===== src/rtl/xlate_pkg.sv =====
package xlate_pkg;
  typedef enum logic [2:0] {
    FLT_NONE  = 3'd0,
    FLT_XLATE = 3'd1,
    FLT_PERM  = 3'd2,
    FLT_ASIZE = 3'd3,
    FLT_CFG   = 3'd4
  } fault_e;

  typedef enum logic [2:0] {
    ST_IDLE, ST_SELECT, ST_READ_REQ, ST_READ_WAIT, ST_CHECK, ST_RESPOND
  } xst_e;

  localparam logic [1:0] GRAN_64K   = 2'b11;
  localparam logic [1:0] DESC_BLOCK = 2'b01;

  // Width in bits allowed by a physical size code.
  function automatic int pa_bits(input logic [2:0] code);
    int b;
    case (code)
      3'd0:    b = 32;
      3'd1:    b = 36;
      3'd2:    b = 40;
      3'd3:    b = 42;
      3'd4:    b = 44;
      default: b = 48;
    endcase
    return b;
  endfunction
endpackage


===== src/rtl/xlate_select.sv =====
module xlate_select #(
  parameter int VA_W   = 64,
  parameter int PA_W   = 48,
  parameter int OFF_W  = 29,
  parameter int IDX_W  = 13,
  parameter int ENT_SH = 3
) (
  input  logic [VA_W-1:0] va,
  input  logic [PA_W-1:0] base_lo,
  input  logic [PA_W-1:0] base_hi,
  output logic            range_ok,
  output logic [PA_W-1:0] entry_addr
);
  localparam int TOP_LO = OFF_W + IDX_W;
  localparam int TOP_W  = VA_W - TOP_LO;

  logic [TOP_W-1:0] top;
  logic [IDX_W-1:0] idx;
  logic             upper;
  logic [PA_W-1:0]  base;

  assign top        = va[VA_W-1:TOP_LO];
  assign idx        = va[TOP_LO-1:OFF_W];
  assign upper      = &top;
  assign range_ok   = upper | ~|top;
  assign base       = upper ? base_hi : base_lo;
  assign entry_addr = base + (PA_W'(idx) << ENT_SH);
endmodule


===== src/rtl/xlate_limit.sv =====
module xlate_limit #(
  parameter int PA_W = 48
) (
  input  logic [PA_W-1:0] pa,
  input  logic [2:0]      size_code,
  output logic            over
);
  import xlate_pkg::*;

  logic [PA_W-1:0] mask;

  always_comb begin
    for (int i = 0; i < PA_W; i++) begin
      mask[i] = (i < pa_bits(size_code));
    end
  end

  assign over = |(pa & ~mask);
endmodule


===== src/rtl/xlate_check.sv =====
module xlate_check #(
  parameter int PA_W   = 48,
  parameter int OFF_W  = 29,
  parameter int DESC_W = 64,
  parameter int RO_BIT = 7
) (
  input  logic [DESC_W-1:0]  desc,
  input  logic [OFF_W-1:0]   va_off,
  input  logic               is_write,
  input  logic [2:0]         size_code,
  output xlate_pkg::fault_e  fault,
  output logic [PA_W-1:0]    pa
);
  import xlate_pkg::*;

  logic over;

  assign pa = {desc[PA_W-1:OFF_W], va_off};

  xlate_limit #(.PA_W(PA_W)) u_limit (
    .pa        (pa),
    .size_code (size_code),
    .over      (over)
  );

  always_comb begin
    if (desc[1:0] != DESC_BLOCK)        fault = FLT_XLATE;
    else if (is_write && desc[RO_BIT])  fault = FLT_PERM;
    else if (over)                      fault = FLT_ASIZE;
    else                                fault = FLT_NONE;
  end
endmodule


===== src/rtl/va_block_xlate.sv =====
module va_block_xlate #(
  parameter int VA_W   = 64,
  parameter int PA_W   = 48,
  parameter int OFF_W  = 29,
  parameter int IDX_W  = 13,
  parameter int DESC_W = 64,
  parameter int RO_BIT = 7
) (
  input  logic              clk,
  input  logic              rst_n,
  input  logic              req_valid,
  output logic              req_ready,
  input  logic [VA_W-1:0]   req_va,
  input  logic              req_write,
  input  logic [PA_W-1:0]   cfg_base_lo,
  input  logic [PA_W-1:0]   cfg_base_hi,
  input  logic [1:0]        cfg_granule,
  input  logic [2:0]        cfg_pa_size,
  output logic              mem_req_valid,
  input  logic              mem_req_ready,
  output logic [PA_W-1:0]   mem_req_addr,
  input  logic              mem_rsp_valid,
  input  logic [DESC_W-1:0] mem_rsp_data,
  output logic              rsp_done,
  output logic [PA_W-1:0]   rsp_pa,
  output logic [2:0]        rsp_fault
);
  import xlate_pkg::*;

  localparam int ENT_SH = $clog2(DESC_W / 8);

  xst_e              state;
  logic [VA_W-1:0]   va_q;
  logic              wr_q;
  logic [PA_W-1:0]   addr_q;
  logic [DESC_W-1:0] desc_q;
  fault_e            fault_q;
  logic [PA_W-1:0]   pa_q;

  logic              range_ok;
  logic [PA_W-1:0]   entry_addr;
  fault_e            chk_fault;
  logic [PA_W-1:0]   chk_pa;

  xlate_select #(
    .VA_W(VA_W), .PA_W(PA_W), .OFF_W(OFF_W), .IDX_W(IDX_W), .ENT_SH(ENT_SH)
  ) u_select (
    .va         (va_q),
    .base_lo    (cfg_base_lo),
    .base_hi    (cfg_base_hi),
    .range_ok   (range_ok),
    .entry_addr (entry_addr)
  );

  xlate_check #(
    .PA_W(PA_W), .OFF_W(OFF_W), .DESC_W(DESC_W), .RO_BIT(RO_BIT)
  ) u_check (
    .desc      (desc_q),
    .va_off    (va_q[OFF_W-1:0]),
    .is_write  (wr_q),
    .size_code (cfg_pa_size),
    .fault     (chk_fault),
    .pa        (chk_pa)
  );

  always_ff @(posedge clk) begin
    if (!rst_n) begin
      state   <= ST_IDLE;
      va_q    <= '0;
      wr_q    <= 1'b0;
      addr_q  <= '0;
      desc_q  <= '0;
      fault_q <= FLT_NONE;
      pa_q    <= '0;
    end else begin
      case (state)
        ST_IDLE: begin
          if (req_valid) begin
            va_q  <= req_va;
            wr_q  <= req_write;
            state <= ST_SELECT;
          end
        end
        ST_SELECT: begin
          if (cfg_granule != GRAN_64K) begin
            fault_q <= FLT_CFG;
            pa_q    <= '0;
            state   <= ST_RESPOND;
          end else if (!range_ok) begin
            fault_q <= FLT_XLATE;
            pa_q    <= '0;
            state   <= ST_RESPOND;
          end else begin
            addr_q <= entry_addr;
            state  <= ST_READ_REQ;
          end
        end
        ST_READ_REQ: begin
          if (mem_req_ready) state <= ST_READ_WAIT;
        end
        ST_READ_WAIT: begin
          if (mem_rsp_valid) begin
            desc_q <= mem_rsp_data;
            state  <= ST_CHECK;
          end
        end
        ST_CHECK: begin
          fault_q <= chk_fault;
          pa_q    <= (chk_fault == FLT_NONE) ? chk_pa : '0;
          state   <= ST_RESPOND;
        end
        default: state <= ST_IDLE;
      endcase
    end
  end

  assign req_ready     = (state == ST_IDLE);
  assign mem_req_valid = (state == ST_READ_REQ);
  assign mem_req_addr  = addr_q;
  assign rsp_done      = (state == ST_RESPOND);
  assign rsp_pa        = pa_q;
  assign rsp_fault     = fault_q;
endmodule


===== config.mk =====
export PLATFORM = sky130hd
export DESIGN_NAME = va_block_xlate
export DESIGN_NICKNAME = d
export VERILOG_FILES = /design/src/rtl/xlate_pkg.sv /design/src/rtl/xlate_select.sv /design/src/rtl/xlate_limit.sv /design/src/rtl/xlate_check.sv /design/src/rtl/va_block_xlate.sv
export SDC_FILE = /design/constraint.sdc
export NUM_CORES = 1
export LEC_CHECK = 0
export CORE_UTILIZATION = 35
export DETAILED_ROUTE_END_ITERATION = 10
export PLACE_DENSITY = 0.66
export SKIP_CTS_REPAIR_TIMING = 1
export SYNTH_ARGS = -nofsm -noshare
export SYNTH_HDL_FRONTEND = slang
export SYNTH_SLANG_ARGS = --single-unit

===== constraint.sdc =====
create_clock -name clk -period 4.9 [get_ports clk]
set_input_delay 0.98 -clock clk [delete_from_list [all_inputs] [get_ports clk]]
set_output_delay 0.98 -clock clk [all_outputs]
set_load 0.05 [all_outputs]

==> metrics.txt <==
CTS tree=yes; final worst path period need=4.27 ns; Static Leak=4.55 nW; Crit Path Max Fanout=16; Area Growth Syn to Fin=43.1%; first-pass GRT wire length=44.5 mm; pre-CTS setup slack=0.686 ns; Placed Area=12,100 um2; CTS Buf Count=17; DRT iter0 DRCs=580; main area contributors after synthesis=dfxtp_1, nand2_1, a21oi_1, a22oi_1, mux2i_1; iteration count of the initial detailed-routing pass=5; final antenna-violating net count=0; ys async rst share=0%; setup violators final=0; total of max-cap violations=0; number of port buffers=294; Max transition margin=33.5%; CTS sink count=189; Core Box Area=25,000 um2; number of flops mapped to enable cells by yosys=0; Remaining Overflow, GRT=0; Final Hold Fails=0; Worst Max-Slew Pin Slew=0.997 ns; final worst setup slack=0.628 ns; CTS H-tree lvls=4; die width=162 um; Crit Path Category=flop to flop; initial antenna violation count=0; commonest non-fill, non-tap cell in the layout=nand2_1; DIE AREA=26,100 um2; clk_lat worst skew=0.45 ns; R2R setup slack=0.63 ns; FMAX=0.234 GHz; Finished Cell Area=12,700 um2; wire per inst=16.4 um; Synth Register Bits=189; die span in y=162 um; Pwr Density=288 nW/um2; number of diodes=0; Avg Cell Area, Syn=7.72 um2; Critical Path Start Type=flop; clk root buf=clkbuf_16; Starting Density=35.6%; final core utilization=50.9%; vias in the first global route=8,476; DR DRC count=0; Overall Global Routing Usage=21.5%; Synth Flop Type=dfxtp_1; largest net degree at the start of global routing=144; post-synth net total=1,402; Pwr Total=3.67 mW; Clock transition at path regs=0.09 ns; standard-cell rows=58; RSZ-0062 raised after global routing=no; most frequent cells in the layout=nand2_1, clkdlybuf4s50_1, dfxtp_1; VDD IR max=207 uV; Max Slew Vio Count=0; Vias per Instance=5.24; Worst Hold Class=flop to flop; Final Wtd Congestion=0.899; fraction of layout cells with a size suffix above 1=4.45%; via count=9,155; I/O Pins=337; clock buffer depth=2; fin crit share=87.2%; Synth Instances=1,153; status=complete, no violations; share of the synthesized area in the top cell type=42.5%; area leader, netlist=dfxtp_1; critical path capture point type=flop; DP HPWL=20.3 mm; Worst Path Arrival=4.57 ns; synth unique cells=58; synth warn=0; sequential-to-total area share from yosys stat=42.5%; final WL=28.7 mm; Clock Skew=0.0293 ns; WP data required=5.20 ns; TNS Setup=0 ns; Total Nets Final=1,653; Post-Syn Area=8900 um2
==> layer usage <==
metal  wire [um]  vias up  track usage [%]
li1            -     4527                -
met1       12200     4267             26.2
met2       13400      322             35.3
met3        2310       39             6.65
met4         738        0             7.89
met5           0        -                0
==> critical path, stage by stage, from the launching register on <==
cell and delay (ns):
dfxtp_1 0.36, nand4_1 0.16, or4_1 0.74, nor2_4 0.43, nand2_1 0.10, nand2_1 0.11, ha_1 0.24, and4_1 0.25
and3_1 0.16, a32oi_1 0.10, a31oi_1 0.19, buf_4 0.25, or4b_1 0.50, or3_1 0.39, nand3_1 0.09, a21oi_1 0.06
==> power breakdown <==
| group | switching, mW | internal [mW] | leakage, nW |
|---|---|---|---|
| combinational | 0.307 | 0.264 | 2.71 |
| sequential | 0.0348 | 1.59 | 1.53 |
| clock | 0.759 | 0.719 | 0.308 |
| total | 1.10 | 2.57 | 4.55 |
==> synth_stat cells, drive strengths merged, types with 4 or more instances <==
cell	number
nand2	307
dfxtp	189
a21oi	132
nor2	78
clkbuf	61
a22oi	50
o21ai	36
nand4	34
mux2i	29
nand3	29
xnor2	28
and3	21
buf	16
ha	13
nor3	12
nor4	12
a31oi	7
inv	7
o21bai	7
a211oi	6
and2	5
nand2b	5
nand3b	5
xor2	5
a21o	4
a311oi	4
nor2b	4
o211ai	4
==> logic make-up after synthesis <==
| kind of cell | after synthesis | synth area share, % |
|---|---|---|
| adder cells (fa/ha/maj) | 14 | 2.05 |
| flip-flops | 189 | 42.5 |
| AO/OA/AOI/OAI | 270 | 18.3 |
| AND/OR/NAND/NOR | 532 | 26.6 |
| multiplexers | 31 | 3.51 |
| buffers and inverters | 84 | 3.74 |
| XOR/XNOR | 33 | 3.25 |
==> worst paths after layout <==
kind | from | to | depth (start not counted)
setup / recovery | va_q[61]$_SDFFE_PN0P_ | mem_req_addr[32]$_SDFFE_PN0P_ | 15
hold / removal | mem_req_addr[9]$_SDFFE_PN0P_ | mem_req_addr[9]$_SDFFE_PN0P_ | 2
setup reg to reg | va_q[61]$_SDFFE_PN0P_ | mem_req_addr[32]$_SDFFE_PN0P_ | 15
hold reg to reg | mem_req_addr[9]$_SDFFE_PN0P_ | mem_req_addr[9]$_SDFFE_PN0P_ | 2
==> stage by stage <==
stage,hold slack [ns],instances
after floorplan,0.431,1153
after global placement,0.434,1715
after detailed placement,0.443,1715
after CTS,0.456,1747
after global routing,0.472,1747
final,0.452,1747
==> registers in the layout (all words and copies together) (netlist names) <==
name / flops
desc_q: 22
mem_req_addr: 48
rsp_fault: 3
rsp_pa: 48
state: 3
va_q: 64
wr_q: 1
==> final cells by class <==
class / count / area [um2]
Clock inverter: 15 / 221
Tap cell: 330 / 413
Clock buffer: 17 / 425
Timing Repair Buffer: 309 / 3070
Inverter: 7 / 28.8
Multi-Input combinational cell: 880 / 4810
Sequential cell: 189 / 3780
Fill cell: 2446 / 12300
Note: power is estimated with default switching activity, not from simulation.
